File: src/rtl/calib_pkg.sv
package calib_pkg;
  localparam int CODE_W = 7;

  typedef enum logic [2:0] {
    ST_IDLE,
    ST_ADDR,
    ST_CMD,
    ST_DATA,
    ST_READ,
    ST_SKIP
  } busState_t;

  typedef struct packed {
    logic              dacWr;
    logic              storeWr;
    logic [CODE_W-1:0] code;
  } calStrobe_t;
endpackage

File: src/rtl/calib_ctrl.sv
module calib_ctrl
  import calib_pkg::*;
#(
  parameter logic [6:0] DEV_ADDR  = 7'b1001111,
  parameter logic [7:0] CMD_DAC   = 8'h00,
  parameter logic [7:0] CMD_STORE = 8'h80,
  parameter int         SYNC_LEN  = 2
) (
  input  logic              clk,
  input  logic              rstN,
  input  logic              sclIn,
  input  logic              sdaIn,
  input  logic              wpIn,
  input  logic              busy,
  input  logic [CODE_W-1:0] dacCode,
  input  logic [CODE_W-1:0] nvCode,
  output logic              sdaPullLow,
  output calStrobe_t        strobe
);
  logic [SYNC_LEN-1:0] sclSync, sdaSync;
  logic sclPrev, sdaPrev;

  always_ff @(posedge clk) begin
    if (!rstN) begin
      sclSync <= '1;
      sdaSync <= '1;
      sclPrev <= 1'b1;
      sdaPrev <= 1'b1;
    end else begin
      sclSync <= {sclSync[SYNC_LEN-2:0], sclIn};
      sdaSync <= {sdaSync[SYNC_LEN-2:0], sdaIn};
      sclPrev <= sclSync[SYNC_LEN-1];
      sdaPrev <= sdaSync[SYNC_LEN-1];
    end
  end

  logic sclS, sdaS, sclRise, sclFall, startSeen, stopSeen;
  assign sclS      = sclSync[SYNC_LEN-1];
  assign sdaS      = sdaSync[SYNC_LEN-1];
  assign sclRise   = sclS & ~sclPrev;
  assign sclFall   = ~sclS & sclPrev;
  assign startSeen = sclS & sclPrev & sdaPrev & ~sdaS;
  assign stopSeen  = sclS & sclPrev & ~sdaPrev & sdaS;

  busState_t state;
  logic [3:0] bitCnt;
  logic [7:0] rxShift, txShift;
  logic ackPhase, okLatch, wpLatch, rdSel, drvLow;
  logic active, byteEnd, ackEnd, okNow;

  assign active  = (state != ST_IDLE) && (state != ST_SKIP);
  assign byteEnd = sclFall && active && !ackPhase && (bitCnt == 4'd8);
  assign ackEnd  = sclFall && active && ackPhase;

  always_comb begin
    case (state)
      ST_ADDR: okNow = (rxShift[7:1] == DEV_ADDR) && !busy;
      ST_CMD:  okNow = (rxShift == CMD_DAC) || (rxShift == CMD_STORE);
      ST_DATA: okNow = 1'b1;
      default: okNow = 1'b0;
    endcase
  end

  assign strobe.dacWr   = byteEnd && (state == ST_DATA) && wpLatch;
  assign strobe.storeWr = byteEnd && (state == ST_CMD) && (rxShift == CMD_STORE) && wpLatch;
  assign strobe.code    = rxShift[CODE_W-1:0];
  assign sdaPullLow     = drvLow;

  always_ff @(posedge clk) begin
    if (!rstN) begin
      state    <= ST_IDLE;
      bitCnt   <= '0;
      rxShift  <= '0;
      txShift  <= '0;
      ackPhase <= 1'b0;
      okLatch  <= 1'b0;
      wpLatch  <= 1'b0;
      rdSel    <= 1'b0;
      drvLow   <= 1'b0;
    end else if (stopSeen) begin
      state    <= ST_IDLE;
      ackPhase <= 1'b0;
      drvLow   <= 1'b0;
    end else if (startSeen) begin
      state    <= ST_ADDR;
      bitCnt   <= '0;
      ackPhase <= 1'b0;
      drvLow   <= 1'b0;
    end else begin
      if (sclRise && active) begin
        if (ackPhase) begin
          if (state == ST_READ) okLatch <= ~sdaS;
        end else if (bitCnt < 4'd8) begin
          rxShift <= {rxShift[6:0], sdaS};
          bitCnt  <= bitCnt + 4'd1;
          if (bitCnt == 4'd7) wpLatch <= wpIn;
        end
      end
      if (byteEnd) begin
        ackPhase <= 1'b1;
        okLatch  <= okNow;
        drvLow   <= okNow;
      end else if (ackEnd) begin
        ackPhase <= 1'b0;
        bitCnt   <= '0;
        drvLow   <= 1'b0;
        if (!okLatch) begin
          state <= ST_SKIP;
        end else begin
          case (state)
            ST_ADDR: begin
              if (rxShift[0]) begin
                state   <= ST_READ;
                txShift <= {1'b0, dacCode};
                drvLow  <= 1'b1;
                rdSel   <= 1'b1;
              end else begin
                state <= ST_CMD;
              end
            end
            ST_CMD:  state <= (rxShift == CMD_DAC) ? ST_DATA : ST_SKIP;
            ST_READ: begin
              txShift <= rdSel ? {1'b0, nvCode} : {1'b0, dacCode};
              drvLow  <= 1'b1;
              rdSel   <= ~rdSel;
            end
            default: ;
          endcase
        end
      end else if (sclFall && (state == ST_READ) && !ackPhase && (bitCnt < 4'd8)) begin
        txShift <= {txShift[6:0], 1'b0};
        drvLow  <= ~txShift[6];
      end
    end
  end

  AST_STOP_RELEASES: assert property (@(posedge clk) disable iff (!rstN)
    stopSeen |=> !sdaPullLow);

  AST_NO_ACK_WHEN_BUSY: assert property (@(posedge clk) disable iff (!rstN)
    (byteEnd && (state == ST_ADDR) && busy) |=> !sdaPullLow);

  AST_DRIVE_CHANGES_SCL_LOW: assert property (@(posedge clk) disable iff (!rstN)
    (!$stable(drvLow) && !$past(startSeen) && !$past(stopSeen)) |-> !$past(sclS));
endmodule

File: src/rtl/calib_data.sv
module calib_data
  import calib_pkg::*;
#(
  parameter int                STORE_CYCLES = 2000,
  parameter logic [CODE_W-1:0] NV_INIT      = 7'd64
) (
  input  logic              clk,
  input  logic              rstN,
  input  logic              porN,
  input  calStrobe_t        strobe,
  output logic [CODE_W-1:0] dacCode,
  output logic [CODE_W-1:0] nvCode,
  output logic              busy
);
  localparam int BUSY_W = $clog2(STORE_CYCLES + 1);

  logic [CODE_W-1:0] dacQ, nvQ;
  logic [BUSY_W-1:0] busyCnt;

  always_ff @(posedge clk) begin
    if (!porN) nvQ <= NV_INIT;
    else if (rstN && strobe.storeWr) nvQ <= dacQ;
  end

  always_ff @(posedge clk) begin
    if (!rstN) dacQ <= nvQ;
    else if (strobe.dacWr) dacQ <= strobe.code;
  end

  always_ff @(posedge clk) begin
    if (!rstN) busyCnt <= '0;
    else if (strobe.storeWr) busyCnt <= BUSY_W'(STORE_CYCLES);
    else if (busyCnt != '0) busyCnt <= busyCnt - 1'b1;
  end

  assign dacCode = dacQ;
  assign nvCode  = nvQ;
  assign busy    = (busyCnt != '0);

  AST_DAC_ONLY_ON_WRITE: assert property (@(posedge clk) disable iff (!rstN || !porN)
    ($past(rstN) && !$stable(dacQ)) |-> $past(strobe.dacWr));

  AST_NV_ONLY_ON_STORE: assert property (@(posedge clk) disable iff (!rstN || !porN)
    ($past(porN) && !$stable(nvQ)) |-> $past(strobe.storeWr));

  AST_BUSY_AFTER_STORE: assert property (@(posedge clk) disable iff (!rstN)
    strobe.storeWr |=> busy);

  AST_RECALL_ON_RESET: assert property (@(posedge clk) disable iff (!porN)
    ($past(!rstN) && rstN) |-> (dacQ == nvQ));
endmodule

File: src/rtl/calib_i2c_slave.sv
module calib_i2c_slave
  import calib_pkg::*;
#(
  parameter logic [6:0]        DEV_ADDR     = 7'b1001111,
  parameter int                STORE_CYCLES = 2000,
  parameter logic [CODE_W-1:0] NV_INIT      = 7'd64
) (
  input  logic              clk,
  input  logic              rstN,
  input  logic              porN,
  input  logic              sclIn,
  input  logic              sdaIn,
  input  logic              wpIn,
  output logic              sdaPullLow,
  output logic [CODE_W-1:0] dacCode,
  output logic              storeBusy
);
  calStrobe_t        strobe;
  logic [CODE_W-1:0] nvCode;

  calib_ctrl #(.DEV_ADDR(DEV_ADDR)) u_ctrl (
    .clk(clk), .rstN(rstN), .sclIn(sclIn), .sdaIn(sdaIn), .wpIn(wpIn),
    .busy(storeBusy), .dacCode(dacCode), .nvCode(nvCode),
    .sdaPullLow(sdaPullLow), .strobe(strobe)
  );

  calib_data #(.STORE_CYCLES(STORE_CYCLES), .NV_INIT(NV_INIT)) u_data (
    .clk(clk), .rstN(rstN), .porN(porN), .strobe(strobe),
    .dacCode(dacCode), .nvCode(nvCode), .busy(storeBusy)
  );
endmodule

File: config.mk
export PLATFORM = sky130hd
export DESIGN_NAME = calib_i2c_slave
export DESIGN_NICKNAME = d
export VERILOG_FILES = /design/src/rtl/calib_pkg.sv /design/src/rtl/calib_ctrl.sv /design/src/rtl/calib_data.sv /design/src/rtl/calib_i2c_slave.sv
export SDC_FILE = /design/constraint.sdc
export NUM_CORES = 1
export LEC_CHECK = 0
export ABC_CLOCK_PERIOD_IN_PS = 3800
export BUFFER_PORTS_ARGS = -buffer_cell sky130_fd_sc_hd__buf_2
export CELL_PAD_IN_SITES_DETAIL_PLACEMENT = 2
export CELL_PAD_IN_SITES_GLOBAL_PLACEMENT = 2
export CORE_MARGIN = 5
export CORE_UTILIZATION = 30
export CTS_BUF_LIST = sky130_fd_sc_hd__clkbuf_4 sky130_fd_sc_hd__clkbuf_8 sky130_fd_sc_hd__clkbuf_16
export DETAILED_ROUTE_END_ITERATION = 16
export PLACE_DENSITY_LB_ADDON = 0.1
export SYNTH_ARGS = -nofsm -noshare
export SYNTH_HDL_FRONTEND = slang
export SYNTH_HIERARCHICAL = 1
export SYNTH_SLANG_ARGS = --single-unit
File: constraint.sdc
create_clock -name clk -period 3.8 [get_ports clk]
set_input_delay 0.76 -clock clk [delete_from_list [all_inputs] [get_ports clk]]
set_output_delay 0.76 -clock clk [all_outputs]
set_load 0.1 [all_outputs]
=== After elaboration in Yosys (flattened, before gate mapping) ===
Cells that the tools add are included.

* Output and inout bits: 9
* Word-level logic and storage cells: 135
* Bits of input ports: 6
* Register bits: 58

* Multiplexer cells: 38
* Order comparisons: 1
* Add/sub/neg operators: 2
* Reductions and logical operators: 41
* Bitwise gates (word level): 18
* Equal/unequal tests: 17

{| class="wikitable"
|+ Operator list
! kind !! number
|-
| $mux W7 || 7
|-
| $mux W4 || 6
|-
| $mux W11 || 2
|-
| $logic_and A1 B1 Y1 || 16
|-
| $reduce_bool A2 Y1 || 8
|-
| $mux W1 || 15
|-
| $pmux W7 S2 || 1
|-
| $reduce_and A7 Y1 || 2
|-
| $not A1 Y1 || 11
|-
| $reduce_bool A11 Y1 || 1
|-
| $sub A11 B1 Y11 const B || 1
|-
| $reduce_and A5 Y1 || 2
|-
| $mux W3 || 3
|-
| $ne A3 B3 Y1 const B || 3
|-
| $eq A8 B8 Y1 const B || 1
|-
| $logic_not A8 Y1 || 1
|-
| $ne A2 B1 Y1 const B || 4
|-
| $and A1 B1 Y1 || 7
|-
| $eq A7 B7 Y1 const B || 1
|-
| $eq A3 B2 Y1 const B || 2
|-
| $pmux W3 S2 || 1
|-
| $reduce_and A3 Y1 || 2
|-
| $reduce_and A6 Y1 || 1
|-
| $reduce_bool A3 Y1 || 2
|-
| other kinds (14) || 17
|}

=== Depth between registers and ports, before layout ===
* Depth in word-level cells: 9
* Gate-level depth with buffers: 11
* Depth with buffers taken out: 10

=== Cells and area by module ===
The synthesis kept the hierarchy.

{| class="wikitable"
|+ Modules (own cells, without submodules)
! module !! instances !! seq. area each (µm²) !! area an instance (µm²) !! cells an instance
|-
| calib_ctrl || 1 || 660.6 || 1840.5 || 207
|-
| calib_data || 1 || 570.5 || 1151.1 || 112
|}

=== Worst setup path before layout ===
OpenSTA, ideal clock, no wires.

* Kind: register -> register
* Start point: reg u_data.busyCnt[0]
* End point: reg u_ctrl.drvLow, in the netlist u_ctrl/sdaPullLow
* Stages on the path, launching flop included: 9
* Arrival time: 2.631 ns
* Clock period less this slack: 2.718 ns
* Slack: 1.082 ns
* Setup time: 0.087 ns
* Data required time: 3.713 ns
* Path buffers: 0
* Path through: dfxtp_1 inv_1 ha_1 nor4b_4 nand3_2 nor4b_1 a21oi_1 or4b_2 o31ai_1

* Cells in the longest elaborated chain, start to end: 5

{| class="wikitable"
|+ Ends and longest elaborated chain
! what !! RTL line !! RTL
|-
| start: declaration || calib_data.sv:18 || <nowiki>logic [BUSY_W-1:0] busyCnt;</nowiki>
|-
| start signal: assignment || calib_data.sv:32 || <nowiki>else if (strobe.storeWr) busyCnt <= BUSY_W'(STORE_CYCLES);</nowiki>
|-
| start signal: assignment || calib_data.sv:33 || <nowiki>else if (busyCnt != '0) busyCnt <= busyCnt - 1'b1;</nowiki>
|-
| $reduce_bool A11 Y1 || calib_data.sv:38 || <nowiki>assign busy = (busyCnt != '0);</nowiki>
|-
| named net storeBusy || calib_i2c_slave.sv:16 || <nowiki>output logic storeBusy</nowiki>
|-
| $logic_not A1 Y1 || calib_ctrl.sv:57 || <nowiki>ST_ADDR: okNow = (rxShift[7:1] == DEV_ADDR) && !busy;</nowiki>
|-
| $logic_and A1 B1 Y1 || calib_ctrl.sv:57 ||
|-
| $pmux W1 S3 || calib_ctrl.sv:56 || <nowiki>case (state)</nowiki>
|-
| $mux W1 || calib_ctrl.sv:99 || <nowiki>if (byteEnd) begin</nowiki>
|-
| end signal: assignment || calib_ctrl.sv:102 || <nowiki>drvLow <= okNow;</nowiki>
|-
| end signal: assignment || calib_ctrl.sv:132 || <nowiki>drvLow <= ~txShift[6];</nowiki>
|-
| end: declaration || calib_ctrl.sv:48 || <nowiki>logic ackPhase, okLatch, wpLatch, rdSel, drvLow;</nowiki>
|}

The timed path passes the listed nets, and every way through them passes these cells.
A chain may end at the register's enable or synchronous reset.

==> impl_summary.txt <==
----------------------------------------------------
[Worst setup path]
  Maximum fanout count along the critical path ... 13
  Type of the setup path with the least slack ... flop to flop
  Worst Path Required ... 4080 ps
  Critical path arrival ... roughly 3000 ps
  Critical Path Sink Type ... flop
  Cell family with most CP delay ... simple AND/OR/NAND/NOR gates
  Reg-to-reg critical path startpoint ... u_ctrl/state[2]
  Cell count of the worst reg-to-reg path ... 9
  Cell Chain, Critical Path ... xnor2_1, a211oi_1, nand2_1, nor2_1, buf_4, inv_1, nor2_1, nand2_1, a21boi_0
  Count of buffering cells on the critical path with inverters included ... 2
  Slack of the worst reg-to-reg path ... 1130 ps
  Maximum single-stage delay on the critical path ... ~550 ps
  Crit path launch type ... flop
  Cell with the largest stage delay on the worst path ... sky130_fd_sc_hd__dfxtp_1
  Terminus of the critical flop-to-flop path ... u_data/nvCode[0]

[Synth]
  Number of different library cells in the post-synthesis netlist ... 62
  Sequential element share of the synthesized area ... 41.2%
  Number of enable flip-flop cells after synthesis ... 7
  Mean Syn Cell Area ... 9.38 um2
  Synthesis-stage register bit count ... 58
  Number of instances in the synthesized netlist ... 319
  Synth warnings ... 6
  Leading cell types by count after synthesis ... 51 x sky130_fd_sc_hd__dfxtp_1, 25 x sky130_fd_sc_hd__nor2_1, 23 x sky130_fd_sc_hd__nand2_1
  Largest cells by area after synthesis ... sky130_fd_sc_hd__dfxtp_1 34%, sky130_fd_sc_hd__edfxtp_1 7.0%, sky130_fd_sc_hd__mux2i_1 4.0%
  Top-count cell post-synth ... sky130_fd_sc_hd__dfxtp_1
  Synthesized cell area ... 2990 um2
  Share of Yosys cell area claimed by the top area cell type ... between 30% and 40%
  Number of nets produced by synthesis ... around 330
  Leading area contributor after synthesis ... sky130_fd_sc_hd__dfxtp_1
  Most frequently used flop master after synthesis ... sky130_fd_sc_hd__dfxtp_1
  Proportion of synthesized flip-flops having asynchronous set or reset ... 0%

[STA]
  Maximum clock rate ... approximately 0.37 GHz
  Tmin final ... around 2700 ps
  Number of pins with negative max-slew slack in the final report ... 0
  Share of the cycle needed by the critical path after routing ... a little over two thirds
  Transition time of the tightest slew-check pin ... 745 ps
  Endpoints failing setup ... 0
  Clock Skews ... approximately 7.0 ps
  Final Hold Viols ... 0
  Slew margin rel. ... 50.4%
  RSZ-0062 raised after global routing ... false
  Setup Total Neg Slack ... 0 ps

[Global routing]
  Number of antenna violations at the first check in global routing ... 0
  Wire length of the first global-routing pass ... 13.8 mm
  Vias in the first global route ... 2527
  Overall Global Routing Usage ... 15.4%
  Maximum number of pins on one net before global-route repair ... 39
  Overflow left after global routing ... 0

[Clock network]
  Hold Buf Count CTS ... 0
  Total CTS buffers ... 9
  Root cell of the clock tree ... sky130_fd_sc_hd__clkbuf_8
  Maximum count of clock buffers along a single path ... 2
  Clock-pin transition on the worst setup and hold timing paths ... 70 ps
  Total clock sinks ... 58
  Insertion delay to the later sink of the worst-skew pair ... between 300 and 400 ps
  Clock H-tree levels ... 3
  Number of cells upsized or downsized after cts ... 0
  CTS tree ... done
  Setup repair bufs after CTS ... 0

[Hold path]
  Beginning of the worst hold path ... u_ctrl/sdaSync[0]
  Worst hold path type ... flop to flop
  Worst-case hold path end point ... u_ctrl/sdaSync[1]
  Number of cells traversed by the worst hold path ... 1

[Flow run]
  Max-cap violations ... 0

[Place]
  Routability cong. ... 0.724
  Final HPWL DP ... 6.07 mm
  Count of buffers from port buffering ... 14

[Final layout]
  Post-synthesis to final-layout area growth ... 11.0%
  Fraction of layout instances using a drive strength above 1 ... 16.4%
  Number of antenna diodes ... 0
  Core occupancy in the finished layout ... ~34%
  Total number of nets in the final design ... ~330

[Drt]
  Wire length per cell ... 18.3 um
  Per-cell via count in the routed design ... 5.19
  Drt first-iter violations ... 65
  TritonRoute pass-1 iters ... 7
  # DRC ... 0
  Total number of vias ... 2396
  Final ANT Viol Nets ... 0
  Total length of routed wires ... 8.44 mm

[Die]
  Height of the die ... 110 um
  CORE AREA ... 9730 um2
  Initial Util ... 30.7%
  Die outline area ... about 12000 um2
  Cell row count ... 36
  Width of the die ... ~110 um
  Boundary pin count ... 15

[Power]
  Total chip power ... ~1.8 mW
  Peak supply drop ... 0.000364 V
  Static leakage power ... 1.19 nW
  Ratio of total power to cell area ... roughly 550 nW/um2

[Status]
  Run status ... completed

----------------------------------------------------
==> area by class of cell <==
| type | instances | area (um2) |
|---|---|---|
| fill | 1112 | 6410 |
| multi-input combinational | 223 | 1560 |
| sequential | 58 | 1230 |
| tap | 133 | 166 |
| clock buffer | 10 | 131 |
| timing repair buffer | 17 | 92.6 |
| clock inverter | 6 | 81.3 |
| inverter | 15 | 56.3 |
==> metrics by stage <==
stage	setup WS (ps)	instances	hold slack, ps	instance area (um2)
6_report	1130	462	418	3320
3_5_place_dp	1110	446	402	3110
3_3_place_gp	1160	446	403	3110
5_1_grt	763	462	439	3320
4_1_cts	1060	462	421	3320
2_1_floorplan	1080	319	386	2990
==> layer usage <==
metal	wire length [um]	GRT usage [%]
met5	0	0
met4	113	5.61
met3	217	4.40
met2	3960	24.1
met1	4150	20.2
==> registers in the layout, summed over array words and instances, names as in the netlist <==
name	count
u_ctrl/rdSel	1
u_ctrl/txShift	7
u_data/dacCode	7
u_ctrl/bitCnt	4
u_data/busyCnt	11
u_ctrl/sdaPrev	1
u_ctrl/sclSync	2
u_ctrl/ackPhase	1
u_ctrl/sdaSync	2
u_ctrl/sdaPullLow	1
u_ctrl/rxShift	8
u_ctrl/okLatch	1
u_ctrl/sclPrev	1
u_ctrl/state	3
u_ctrl/wpLatch	1
u_data/nvCode	7
==> placed cells by master (no fill, tap or decap), types with 7 or more instances in the layout <==
cell	count
sky130_fd_sc_hd__o31ai_1	8
sky130_fd_sc_hd__o2111ai_1	7
sky130_fd_sc_hd__mux2_2	7
sky130_fd_sc_hd__nor3_1	7
sky130_fd_sc_hd__nor2_1	25
sky130_fd_sc_hd__o21ai_0	14
sky130_fd_sc_hd__clkbuf_8	9
sky130_fd_sc_hd__edfxtp_1	7
sky130_fd_sc_hd__mux2i_1	12
sky130_fd_sc_hd__a21oi_1	11
sky130_fd_sc_hd__buf_2	14
sky130_fd_sc_hd__dfxtp_1	51
sky130_fd_sc_hd__nor2b_1	8
sky130_fd_sc_hd__nand2_1	23
sky130_fd_sc_hd__nand2b_1	10
sky130_fd_sc_hd__a211oi_1	11
sky130_fd_sc_hd__inv_1	14
==> logic make-up after synthesis <==
kind of cell	after synthesis	synth area share (%)
buffers and inverters	38	6.65
AOI/OAI and AO/OA	77	19.1
muxes	19	6.65
adders and majority gates	3	1.25
DFF	58	41.2
xor gates and xnor gates	7	2.05
and+or+nand+nor	117	23.2
==> where the power goes <==
part	internal, mW	total, mW	switching, mW
sequential	0.665	0.723	0.0588
clock	0.372	0.635	0.263
combinational	0.168	0.454	0.287
total	1.20	1.81	0.608
==> how the worst max path moves through the flow <==
| stage | from | endpoint | slack, ps | depth (start not counted) |
|---|---|---|---|---|
| floorplan | u_data/busyCnt[0] | u_ctrl/sdaPullLow | 1080 | 8 |
| global placement | u_data/busyCnt[0] | u_ctrl/sdaPullLow | 1160 | 8 |
| detailed placement | u_ctrl/state[2] | u_data/nvCode[4] | 1110 | 9 |
| CTS | u_data/busyCnt[0] | storeBusy | 1060 | 5 |
| global route | u_ctrl/state[2] | u_data/nvCode[3] | 760 | 9 |
| finish | u_ctrl/state[2] | u_data/nvCode[0] | 1130 | 9 |
(Power assumes the default switching activity.)
